## src/rtl/spi_pkg.sv

```systemverilog
package spi_pkg;
  localparam int REG_W = 8;
  localparam int SEL_W = 3;

  typedef enum logic [1:0] {
    ADDR_CTRL = 2'd0,
    ADDR_BAUD = 2'd1,
    ADDR_DATA = 2'd2,
    ADDR_STAT = 2'd3
  } reg_addr_e;

  // bit4..bit0
  typedef struct packed {
    logic halt_wait;
    logic drive_dir;
    logic one_wire;
    logic master;
    logic enable;
  } ctrl_t;

  typedef struct packed {
    logic [SEL_W-1:0] pre_sel;
    logic [SEL_W-1:0] rate_sel;
  } baud_t;
endpackage

```

## src/rtl/spi_baud_gen.sv

```systemverilog
module spi_baud_gen #(
  parameter int SEL_W = 3
) (
  input  logic             clk_i,
  input  logic             rst_ni,
  input  logic             clr_i,
  input  logic             run_i,
  input  logic [SEL_W-1:0] pre_sel_i,
  input  logic [SEL_W-1:0] rate_sel_i,
  output logic             half_tick_o
);
  localparam int DIV_W = (1 << SEL_W) - 1;

  logic [SEL_W-1:0] pre_cnt;
  logic [DIV_W-1:0] div_cnt, div_lim;
  logic             pre_wrap, div_last;

  always_comb begin
    div_lim     = DIV_W'((32'd1 << rate_sel_i) - 32'd1);
    pre_wrap    = run_i & (pre_cnt == pre_sel_i);
    div_last    = (div_cnt == div_lim);
    half_tick_o = pre_wrap & div_last;
  end

  always_ff @(posedge clk_i or negedge rst_ni) begin
    if (!rst_ni) begin
      pre_cnt <= '0;
      div_cnt <= '0;
    end else if (clr_i) begin
      pre_cnt <= '0;
      div_cnt <= '0;
    end else if (run_i) begin
      pre_cnt <= pre_wrap ? '0 : pre_cnt + 1'b1;
      if (pre_wrap) div_cnt <= div_last ? '0 : div_cnt + 1'b1;
    end
  end
endmodule

```

## src/rtl/spi_shift_core.sv

```systemverilog
module spi_shift_core #(
  parameter int DATA_W = 8,
  parameter int SYNC_N = 2
) (
  input  logic              clk_i,
  input  logic              rst_ni,
  input  logic              enable_i,
  input  logic              master_i,
  input  logic              run_i,
  input  logic              start_i,
  input  logic              load_i,
  input  logic [DATA_W-1:0] tx_i,
  input  logic              tick_i,
  input  logic              sck_i,
  input  logic              ss_ni,
  input  logic              sin_i,
  output logic              sck_o,
  output logic              sout_o,
  output logic              busy_o,
  output logic              done_o,
  output logic [DATA_W-1:0] rx_o
);
  localparam int CNT_W = $clog2(DATA_W);

  logic [SYNC_N-1:0] sck_sync, ss_sync;
  logic              sck_seen, sck_m, m_busy, samp;
  logic [DATA_W-1:0] sh;
  logic [CNT_W-1:0]  bit_cnt;
  logic              slave_sel, rise_ev, fall_ev, last_bit;

  always_ff @(posedge clk_i or negedge rst_ni) begin
    if (!rst_ni) begin
      sck_sync <= '0;
      ss_sync  <= '1;
      sck_seen <= 1'b0;
    end else begin
      sck_sync <= {sck_sync[SYNC_N-2:0], sck_i};
      ss_sync  <= {ss_sync[SYNC_N-2:0], ss_ni};
      if (run_i) sck_seen <= sck_sync[SYNC_N-1];
    end
  end

  always_comb begin
    slave_sel = enable_i & ~master_i & ~ss_sync[SYNC_N-1];
    last_bit  = (bit_cnt == CNT_W'(DATA_W - 1));
    if (master_i) begin
      rise_ev = m_busy & tick_i & ~sck_m;
      fall_ev = m_busy & tick_i & sck_m;
    end else begin
      rise_ev = run_i & slave_sel & sck_sync[SYNC_N-1] & ~sck_seen;
      fall_ev = run_i & slave_sel & ~sck_sync[SYNC_N-1] & sck_seen;
    end
    done_o = fall_ev & last_bit;
    busy_o = master_i ? m_busy : slave_sel;
    sout_o = sh[DATA_W-1];
    sck_o  = sck_m;
  end

  always_ff @(posedge clk_i or negedge rst_ni) begin
    if (!rst_ni) begin
      m_busy  <= 1'b0;
      sck_m   <= 1'b0;
      samp    <= 1'b0;
      sh      <= '0;
      bit_cnt <= '0;
      rx_o    <= '0;
    end else if (!enable_i) begin
      m_busy  <= 1'b0;
      sck_m   <= 1'b0;
      bit_cnt <= '0;
    end else begin
      if (start_i) begin
        m_busy  <= 1'b1;
        sck_m   <= 1'b0;
        sh      <= tx_i;
        bit_cnt <= '0;
      end else if (load_i) begin
        sh <= tx_i;
      end
      if (rise_ev) begin
        samp <= sin_i;
        if (master_i) sck_m <= 1'b1;
      end
      if (fall_ev) begin
        sh      <= {sh[DATA_W-2:0], samp};
        bit_cnt <= last_bit ? '0 : bit_cnt + 1'b1;
        if (master_i) sck_m <= 1'b0;
        if (last_bit) begin
          rx_o <= {sh[DATA_W-2:0], samp};
          if (master_i) m_busy <= 1'b0;
        end
      end
      if (!master_i && !slave_sel) bit_cnt <= '0;
    end
  end
endmodule

```

## src/rtl/spi_pin_steer.sv

```systemverilog
module spi_pin_steer (
  input  logic enable_i,
  input  logic master_i,
  input  logic one_wire_i,
  input  logic drive_dir_i,
  input  logic ss_ni,
  input  logic sout_i,
  input  logic mosi_i,
  input  logic miso_i,
  output logic mosi_o,
  output logic mosi_oe_o,
  output logic miso_o,
  output logic miso_oe_o,
  output logic sin_o
);
  always_comb begin
    mosi_o    = sout_i;
    miso_o    = sout_i;
    mosi_oe_o = 1'b0;
    miso_oe_o = 1'b0;
    if (master_i) begin
      sin_o     = one_wire_i ? mosi_i : miso_i;
      mosi_oe_o = enable_i & (one_wire_i ? drive_dir_i : 1'b1);
    end else begin
      sin_o     = one_wire_i ? miso_i : mosi_i;
      miso_oe_o = enable_i & ~ss_ni & (one_wire_i ? drive_dir_i : 1'b1);
    end
  end
endmodule

```

## src/rtl/spi_shift_unit.sv

```systemverilog
module spi_shift_unit
  import spi_pkg::*;
#(
  parameter int DATA_W = 8
) (
  input  logic       clk_i,
  input  logic       rst_ni,
  input  logic [1:0] addr_i,
  input  logic       wr_i,
  input  logic       rd_i,
  input  logic [7:0] wdata_i,
  output logic [7:0] rdata_o,
  input  logic       wait_i,
  input  logic       sck_i,
  output logic       sck_o,
  output logic       sck_oe_o,
  input  logic       ss_ni,
  input  logic       mosi_i,
  output logic       mosi_o,
  output logic       mosi_oe_o,
  input  logic       miso_i,
  output logic       miso_o,
  output logic       miso_oe_o
);
  localparam int CTRL_W = $bits(ctrl_t);

  ctrl_t             ctrl_q;
  baud_t             baud_q, baud_act;
  logic              done_q, busy, done_pulse, run_en, tick, sout, sin;
  logic              wr_data, start, load;
  logic [DATA_W-1:0] rx;
  logic              unused_wdata;

  assign unused_wdata = ^{wdata_i[7], wdata_i[3]};

  always_comb begin
    run_en  = ~(wait_i & ctrl_q.halt_wait);
    wr_data = wr_i & (reg_addr_e'(addr_i) == ADDR_DATA);
    start   = wr_data & ctrl_q.enable & ctrl_q.master & ~busy;
    load    = wr_data & ~ctrl_q.master & ~busy;
    sck_oe_o = ctrl_q.enable & ctrl_q.master;
  end

  always_ff @(posedge clk_i or negedge rst_ni) begin
    if (!rst_ni) begin
      ctrl_q   <= '0;
      baud_q   <= '0;
      baud_act <= '0;
      done_q   <= 1'b0;
    end else begin
      if (wr_i && reg_addr_e'(addr_i) == ADDR_CTRL) ctrl_q <= ctrl_t'(wdata_i[CTRL_W-1:0]);
      if (wr_i && reg_addr_e'(addr_i) == ADDR_BAUD) baud_q <= {wdata_i[6:4], wdata_i[2:0]};
      if (start) baud_act <= baud_q;  // divider settings fixed per byte
      if (done_pulse) done_q <= 1'b1;
      else if (rd_i && reg_addr_e'(addr_i) == ADDR_DATA) done_q <= 1'b0;
    end
  end

  always_comb begin
    unique case (reg_addr_e'(addr_i))
      ADDR_CTRL: rdata_o = REG_W'(ctrl_q);
      ADDR_BAUD: rdata_o = {1'b0, baud_q.pre_sel, 1'b0, baud_q.rate_sel};
      ADDR_DATA: rdata_o = REG_W'(rx);
      default:   rdata_o = {done_q, busy, 6'b0};
    endcase
  end

  spi_baud_gen #(.SEL_W(SEL_W)) i_baud (
    .clk_i      (clk_i),
    .rst_ni     (rst_ni),
    .clr_i      (~busy),
    .run_i      (run_en),
    .pre_sel_i  (baud_act.pre_sel),
    .rate_sel_i (baud_act.rate_sel),
    .half_tick_o(tick)
  );

  spi_shift_core #(.DATA_W(DATA_W)) i_core (
    .clk_i   (clk_i),
    .rst_ni  (rst_ni),
    .enable_i(ctrl_q.enable),
    .master_i(ctrl_q.master),
    .run_i   (run_en),
    .start_i (start),
    .load_i  (load),
    .tx_i    (wdata_i[DATA_W-1:0]),
    .tick_i  (tick),
    .sck_i   (sck_i),
    .ss_ni   (ss_ni),
    .sin_i   (sin),
    .sck_o   (sck_o),
    .sout_o  (sout),
    .busy_o  (busy),
    .done_o  (done_pulse),
    .rx_o    (rx)
  );

  spi_pin_steer i_steer (
    .enable_i   (ctrl_q.enable),
    .master_i   (ctrl_q.master),
    .one_wire_i (ctrl_q.one_wire),
    .drive_dir_i(ctrl_q.drive_dir),
    .ss_ni      (ss_ni),
    .sout_i     (sout),
    .mosi_i     (mosi_i),
    .miso_i     (miso_i),
    .mosi_o     (mosi_o),
    .mosi_oe_o  (mosi_oe_o),
    .miso_o     (miso_o),
    .miso_oe_o  (miso_oe_o),
    .sin_o      (sin)
  );
endmodule

```

## config.mk

```make
export PLATFORM = sky130hd
export DESIGN_NAME = spi_shift_unit
export DESIGN_NICKNAME = d
export VERILOG_FILES = /design/src/rtl/spi_pkg.sv /design/src/rtl/spi_baud_gen.sv /design/src/rtl/spi_shift_core.sv /design/src/rtl/spi_pin_steer.sv /design/src/rtl/spi_shift_unit.sv
export SDC_FILE = /design/constraint.sdc
export NUM_CORES = 1
export LEC_CHECK = 0
export ABC_CLOCK_PERIOD_IN_PS = 2900
export CAP_MARGIN = 10
export CORE_UTILIZATION = 55
export DETAILED_ROUTE_END_ITERATION = 7
export PLACE_DENSITY = 0.78
export SYNTH_ARGS = -nofsm -noshare
export SYNTH_HDL_FRONTEND = slang
export SYNTH_SLANG_ARGS = --single-unit
```

## constraint.sdc

```tcl
create_clock -name clk_i -period 2.9 [get_ports clk_i]
set_input_delay 0.87 -clock clk_i [delete_from_list [all_inputs] [get_ports clk_i]]
set_output_delay 0.87 -clock clk_i [all_outputs]
set_load 0.1 [all_outputs]
```

**Yosys cells after proc, flatten, opt, wreduce, memory -nomap -nowiden**

Index checks and enable logic that the tools add are counted.

- Bits in registers: 55
- Logic and storage cells: 117
- Output and inout port bits: 14
- Bits of input ports: 19

- Shift-type cells: 1
- Bitwise gates (word level): 32
- Add/subtract/negate cells: 4
- Eq/ne operators: 8
- Multiplexer cells: 38
- Reduce and logical (&&, ||, !) cells: 13

Operators by type and width:

| cell | count |
|---|---|
| 2-to-1 mux 7 bit | 4 |
| AND 1 bit | 24 |
| 2-to-1 mux 3 bit | 8 |
| 2-to-1 mux 8 bit | 3 |
| case mux 8 bit (3 select lines) | 1 |
| 2-to-1 mux 1 bit | 22 |
| NOT 1 bit | 8 |
| adder 7 x 1 -> 7 bit, second input constant | 1 |
| == test 7 bit | 1 |
| left shift 1 x 3 -> 7 bit, first input constant | 1 |
| subtractor 7 x 1 -> 7 bit, second input constant | 1 |
| adder 3 x 1 -> 3 bit, second input constant | 2 |
| AND reduction 2 bit | 3 |
| logical AND 1 bit | 4 |
| inequality test 4 x 1 -> 1 bit, second input constant | 1 |
| == test 3 bit | 1 |
| == test 3 bit, second input constant | 1 |
| AND reduction 3 bit | 1 |
| nonzero test 3 bit | 1 |
| == test 2 x 1 -> 1 bit, second input constant | 1 |
| == test 2 bit, second input constant | 1 |
| logical NOT 1 bit | 2 |
| logical NOT 2 bit | 1 |
| inequality test 2 x 1 -> 1 bit, second input constant | 1 |
| 2 further kinds | 2 |

**Depth between registers and ports, before layout**

Gate-level depths: netlist (run 1).

- Depth after elaboration: 12
- Mapped depth: 8
- Depth with buffers taken out: 6

**Cells and area by module**

A second synthesis (run 1) with hierarchy kept.

- Cells, all modules: 258
- Area total of the unflattened synthesis: 2911.5 µm²

By module, submodules not included:

| module | cells each | area each (µm²) | instances | sequential area each (µm²) |
|---|---|---|---|---|
| spi_shift_core | 108 | 1244.9 | 1 | 678.2 |
| spi_shift_unit | 69 | 932.1 | 1 | 450.4 |
| spi_baud_gen | 74 | 674.4 | 1 | 250.2 |
| spi_pin_steer | 7 | 60.1 | 1 | 0.0 |

**Worst setup path after synthesis (run 1)**

No wires, ideal clock.

- Path type: input -> output
- From: input port addr_i[0]
- To: output port rdata_o[0]
- Setup slack: -1.421 ns
- Data arrival time: 3.451 ns
- Stages on the path: 3
- Path buffers: 1
- Cell sequence: buf_1 -> mux2i_1 -> o21ai_0

- Longest elaborated chain between the ends: 2

Ends and longest elaborated chain:

| element | RTL line | source |
|---|---|---|
| start, declared | spi_shift_unit.sv:8 | `input logic [1:0] addr_i,` |
| == test 2 bit (tied with other cells) | spi_shift_unit.sv:60 | `unique case (reg_addr_e'(addr_i))` |
| case mux 8 bit (3 select lines) * | spi_shift_unit.sv:60 |  |
| end, declared | spi_shift_unit.sv:12 | `output logic [7:0] rdata_o,` |

Mark *: on every way between the ends. The rest lies on a longest branch, timed or not.

**Worst setup path after layout (run 1)**

Ends and elaborated chain as after synthesis.

==> flow_summary.json, run 1 <==
{
  "hold_viol": 0,
  "fin_skew_ns": 0.004009,
  "worst_hold_slack_ns": 0.3545,
  "first_global_vias": 2165,
  "die_w_microns": 74.63,
  "fmax_mhz": 367.2,
  "ys.warnings.count": 0,
  "gr-usage-all-layers_pct": 26.41,
  "hpwl_mm": 5.014,
  "finalCritPeriodShare_pct": 93.92,
  "timing.final.crit_period_ns": 2.724,
  "drt_iter0_markers": 144,
  "cts-resized-gates": 2,
  "cts_setup_buffers": 0,
  "htree_levels": 2,
  "die_height_microns": 74.63,
  "p_per_area_mw_per_mm2": 622.3,
  "insertedDiodeCount": 0,
  "tightest_slew_ns": 0.7370,
  "switchingPower_mw": 0.8504,
  "fin_util_pct": 71.56,
  "ir_drop_v": 0.0003426,
  "syn_area_sq_mm": 0.002902,
  "start_util_pct": 56.81,
  "maxSlewHeadroom_pct": 50.54,
  "cts_tree": "built",
  "num-fill-cells": 368,
  "setup-violations-final": 0,
  "clockBufferDepth": 2,
  "grt.overflow.total": 0,
  "place_area_sq_mm": 0.003550,
  "gp_congestion": 0.8382,
  "drt_wl_total_mm": 6.693,
  "start_kind": "primary input",
  "hold_buffers": 0,
  "synth_top_area_share_pct": 45.71,
  "wire_per_inst_microns": 16.69,
  "synth_cells": 288,
  "status": "finished, final reports clean",
  "drv_slew": 0,
  "core_sq_mm": 0.005107,
  "drv_cap": 0,
  "synth_largest_area_cell": "dfrtp_1",
  "clk_latency_ns": 0.31,
  "drc_errors": 0,
  "crit_fanout": 11,
  "ys.flop_type": "dfrtp_1",
  "cts_buffers": 5,
  "clockPowerShare_pct": 20.0,
  "synthArstFlopShare_pct": 100.0,
  "antenna_found_initial": 0,
  "std_cell_rows": 26,
  "ys_ff_latch": 55,
  "clock_sinks": 55,
  "pwr-share-comb_pct": 36.4,
  "grt_max_degree": 30,
  "netSwitchingFraction_pct": 37.39,
  "root_buffer": "clkbuf_8",
  "path_class": "primary input to output pin",
  "pin_count": 33,
  "grt_pass1_wl_mm": 10.78,
  "ys_top_cells_by_area": "dfrtp_1 46%, mux2_2 8.2%, nand2_1 6.0%, mux2i_1 3.4%, o221a_2 3.1%",
  "path_clk_slew_ns": 0.09,
  "pwr-share-seq_pct": 43.6,
  "hold_path_class": "register to register",
  "cp-end-kind": "output pin",
  "final.setup.tns_ns": 0,
  "synth-seq-area-share_pct": 47.52,
  "fin_nets": 353,
  "drt-pass1-iter-count": 4,
  "postLayoutCellArea_sq_mm": 0.003655,
  "io_buffer_count": 32,
  "internal-power_mw": 1.424,
  "syn_nets": 311,
  "ys_types": 50,
  "p_leak_nw": 1.563,
  "die_area_sq_mm": 0.005570,
  "required_ns": 2.03,
  "drive_above_1_share_pct": 26.59,
  "avgViaCountPerCell": 5.910,
  "synth_edf_count": 0,
  "num_vias": 2370,
  "syn_avg_cell_area_sq_um": 10.07,
  "arrival_ns": 1.85,
  "antenna_left": 0,
  "rsz0062_at_grt": "no",
  "area_growth_syn_to_layout_pct": 25.96
}
==> through the flow <==
step	instances	setup slack, ns	total power, mW
floorplan	288	-0.1756	1.564
global placement	393	-0.02217	1.803
detailed placement	393	-0.1176	1.828
CTS	401	0.003661	2.278
global route	401	0.1109	2.398
finish	401	0.1764	2.274
==> cells in the mapped netlist, types with 5 or more instances <==
cell      number
a21oi_1        8
clkbuf_1      10
dfrtp_1       53
inv_1          5
mux2_2        21
mux2i_1       10
nand2_1       46
nand3_1       13
nor2_1        18
nor3_1        11
o21ai_0       11
o221a_2        8
o22ai_1        7
==> cells by family (layout without fill, tap and decap cells) <==
logic type	Yosys count	after routing	synth area share [%]
simple gates	118	118	19.79
flops	55	55	47.52
compound gates	54	54	14.49
mux	31	31	11.60
buf+inv	19	62	2.760
xor+xnor	7	7	2.113
fa+ha+maj	4	4	1.725
==> cells in the final DEF, fill, tap and decap left out, types with 6 or more instances in the layout <==
cell,instances
nand2_1,46
o22ai_1,7
clkdlybuf4s50_1,15
nor3_1,10
nand3_1,13
mux2i_1,9
mux2_2,21
o21ai_2,6
buf_12,14
a21oi_1,8
dfrtp_1,53
clkbuf_8,7
buf_4,17
nor2_1,17
o221a_2,8
==> critical path, stage by stage <==
cell           delay, ns
dlygate4sd2_1       0.28
buf_12              0.17
mux2i_2             0.16
o21ai_2             0.18
buf_12              0.19
==> final timing paths <==
check / depth (start not counted) / endpoint / start / slack, ns
worst max-delay path: 5 / rdata_o[0] / addr_i[0] / 0.18
worst min-delay path: 0 / i_core.sck_sync[1]$_DFF_PN0_ / i_core.sck_sync[0]$_DFF_PN0_ / 0.35
worst max register to register: 7 / i_core.rx_o[2]$_DFFE_PN0P_ / baud_act[2]$_DFFE_PN0P_ / 0.43
worst min register to register: 0 / i_core.sck_sync[1]$_DFF_PN0_ / i_core.sck_sync[0]$_DFF_PN0_ / 0.35
max in group asynchronous: 2 / i_core.sh[2]$_DFFE_PN0P_ / rst_ni / 1.76
min in group asynchronous: 1 / i_baud.div_cnt[6]$_DFFE_PN0P_ / rst_ni / 0.57
==> area by class of cell <==
cell class | count | area [sq um] | area share, %
Multi-Input combinational cell | 214 | 1485 | 40.64
Sequential cell | 55 | 1379 | 37.73
Timing Repair Buffer | 49 | 584.3 | 15.99
Clock buffer | 8 | 100.1 | 2.739
Tap cell | 70 | 87.58 | 2.396
Inverter | 5 | 18.77 | 0.5135
==> power by group through the flow <==
stage          sequential, mW  clock [mW]  combinational, mW
3_5_place_dp             1.00           0              0.824
2_1_floorplan           0.969           0              0.595
5_1_grt                  1.01       0.497              0.893
4_1_cts                 0.990       0.459              0.829
6_report                0.992       0.455              0.828
3_3_place_gp            0.999           0              0.804
==> flip-flops by register name, indices dropped and copies added, names as in the netlist <==
signal	flops
baud_act	6
i_core.bit_cnt	3
i_core.m_busy	1
baud_q	6
i_core.sh	8
i_core.sck_seen	1
i_core.sck_o	1
i_baud.div_cnt	7
i_core.samp	1
ctrl_q	5
i_baud.pre_cnt	3
i_core.sck_sync	2
i_core.ss_sync	2
i_core.rx_o	8
done_q	1
==> per-layer routing <==
metal,GRT usage [%],wire (microns),vias to the layer above
met5,0,0,-
met4,8.386,73,0
met3,4.953,270,8
met2,41.44,3312,57
met1,37.48,3036,1169
li1,-,-,1136
No activity file was read; power rests on OpenSTA's default activity.
==> run 2, diff against run 1 <==
CTS_CLUSTER_SIZE = 40   (was default)
==> results of run 2 <==
Final layout, timing and power as in run 1 (identical DEF).
==> run 3, diff against run 2 <==
TNS_END_PERCENT = 1   (was default)
==> run 3 against run 2 <==
Clock-buffer cell count decreased by 2. Cell count increased by 0.50%. Fmax increased by 0.68%. Critical path depth unchanged. Clock power increased by 15%. Total power increased by 2.9%. Largest cell class unchanged. Highest routed layer unchanged.
==> flow_summary.json, run 3 (synthesis results as in run 1) <==
{
  "status": "finished, final reports clean",
  "start_kind": "primary input",
  "p_leak_nw": 1.572,
  "slowest_stage": "dlygate4sd2_1",
  "p_per_area_mw_per_mm2": 635.2,
  "first_global_vias": 2168,
  "fin_nets": 355,
  "required_ns": 2.03,
  "crit_buf_inv": 3,
  "cts_tree": "built",
  "drt-pass1-iter-count": 4,
  "arrival_ns": 1.84,
  "timing.final.crit_period_ns": 2.705,
  "r2r_start": "i_baud.div_cnt[4]$_DFFE_PN0P_",
  "drive_above_1_share_pct": 27.33,
  "die_height_microns": 74.63,
  "final_cell_mix": "53 x dfrtp_1, 46 x nand2_1, 21 x mux2_2",
  "start_util_pct": 56.81,
  "num_vias": 2393,
  "core_sq_mm": 0.005107,
  "drv_cap": 0,
  "grt_max_degree": 32,
  "top_regs": "i_core.rx_o: 8 flops, i_core.sh: 8 flops, i_baud.div_cnt: 7 flops",
  "multi_input_area_sq_mm": 0.001488,
  "drt_iter0_markers": 171,
  "grt_pass1_wl_mm": 10.70,
  "htree_levels": 2,
  "dp.cells": 395,
  "hold_buffers": 0,
  "final_cells": 403,
  "ir_drop_v": 0.0003758,
  "antenna_left": 0,
  "final_common_cell": "dfrtp_1",
  "wire_per_inst_microns": 16.81,
  "hp-start": "i_core.sck_sync[0]$_DFF_PN0_",
  "area_growth_syn_to_layout_pct": 27.04,
  "die_area_sq_mm": 0.005570,
  "cp-end-kind": "output pin",
  "fmax_mhz": 369.7,
  "cts_setup_buffers": 0,
  "gp_congestion": 0.8239,
  "hold_path_class": "register to register",
  "clk_latency_ns": 0.31,
  "crit_chain": "dlygate4sd2_1 > buf_12 > mux2i_4 > nor2b_2 > buf_12",
  "rsz0062_at_grt": "no",
  "root_buffer": "clkbuf_8",
  "path_clk_slew_ns": 0.09,
  "cpPeakStageDelay_ns": 0.27,
  "drt_wl_total_mm": 6.773,
  "antenna_found_initial": 0,
  "num-fill-cells": 381,
  "clockBufferDepth": 2,
  "drc_errors": 0,
  "gr-usage-all-layers_pct": 26.34,
  "crit_fanout": 10,
  "fin_skew_ns": 0.007767,
  "maxSlewHeadroom_pct": 53.76,
  "tightest_slew_ns": 0.6890,
  "hold_viol": 0,
  "grt.overflow.total": 0,
  "crit_path_start": "addr_i[0]",
  "hpwl_mm": 5.008,
  "critical-path-top-delay-family": "buffers and inverters",
  "clock_sinks": 55,
  "register_area_sq_mm": 0.001379,
  "cts_buffers": 5,
  "die_w_microns": 74.63,
  "io_buffer_count": 32,
  "drv_slew": 0,
  "avgViaCountPerCell": 5.938,
  "finalCritPeriodShare_pct": 93.28,
  "crit_top_cell": "buf_12",
  "std_cell_rows": 26,
  "path_class": "primary input to output pin",
  "pin_count": 33,
  "setup-violations-final": 0,
  "insertedDiodeCount": 0,
  "fin_util_pct": 72.17,
  "worst_hold_slack_ns": 0.3566
}
==> run 3: cell type report <==
cell class | count | share of cell area [%]
inverters | 5 | 0.5092
multi-input cells | 214 | 40.36
repair buffers | 51 | 16.16
clock inverters | 2 | 0.9504
well taps | 70 | 2.376
clock buffers | 6 | 2.240
flip-flops and latches | 55 | 37.41
==> run 3: stage by stage <==
| stage | area (sq um) | power [mW] | setup TNS, ns | setup WS (ns) |
|---|---|---|---|---|
| 6_report | 3686 | 2.341 | 0 | 0.1948 |
| 5_1_grt | 3686 | 2.449 | 0 | 0.1549 |
| 4_1_cts | 3686 | 2.345 | 0 | 0.1882 |
| 3_5_place_dp | 3558 | 1.827 | -0.05721 | -0.04278 |
| 3_3_place_gp | 3558 | 1.802 | 0 | 0.01095 |
| 2_1_floorplan | 2934 | 1.561 | -1.371 | -0.1756 |
==> run 3: repair_timing <==
item / 4_1_cts / 5_1_grt
endpoints found under the hold margin: 0 / 0
resized for setup: 4 / 0
endpoints found under the setup margin: 4 / 0
==> run 3: path summary, 6_finish.rpt <==
kind / slack [ns] / end / cells past startpoint
worst max-delay path: 0.19 / rdata_o[7] / 5
worst min-delay path: 0.36 / i_core.sck_sync[1]$_DFF_PN0_ / 0
worst max register to register: 0.44 / i_core.rx_o[0]$_DFFE_PN0P_ / 7
worst min register to register: 0.36 / i_core.sck_sync[1]$_DFF_PN0_ / 0
max in group asynchronous: 1.78 / i_core.sh[1]$_DFFE_PN0P_ / 2
min in group asynchronous: 0.55 / i_baud.div_cnt[0]$_DFFE_PN0P_ / 1
==> run 3: power breakdown <==
group	total (mW)	switching, mW	internal, mW
registers	0.990	0.124	0.867
clock network	0.525	0.245	0.280
logic	0.827	0.489	0.338
==> run 3: routing by layer <==
layer  track usage, %  share of wire [%]  vias up
met4            10.27                2.1        0
li1                 -                  -     1135
met2            42.44                 50       62
met5                0                  0        -
met3            4.418                3.7       15
met1            35.90                 45     1181
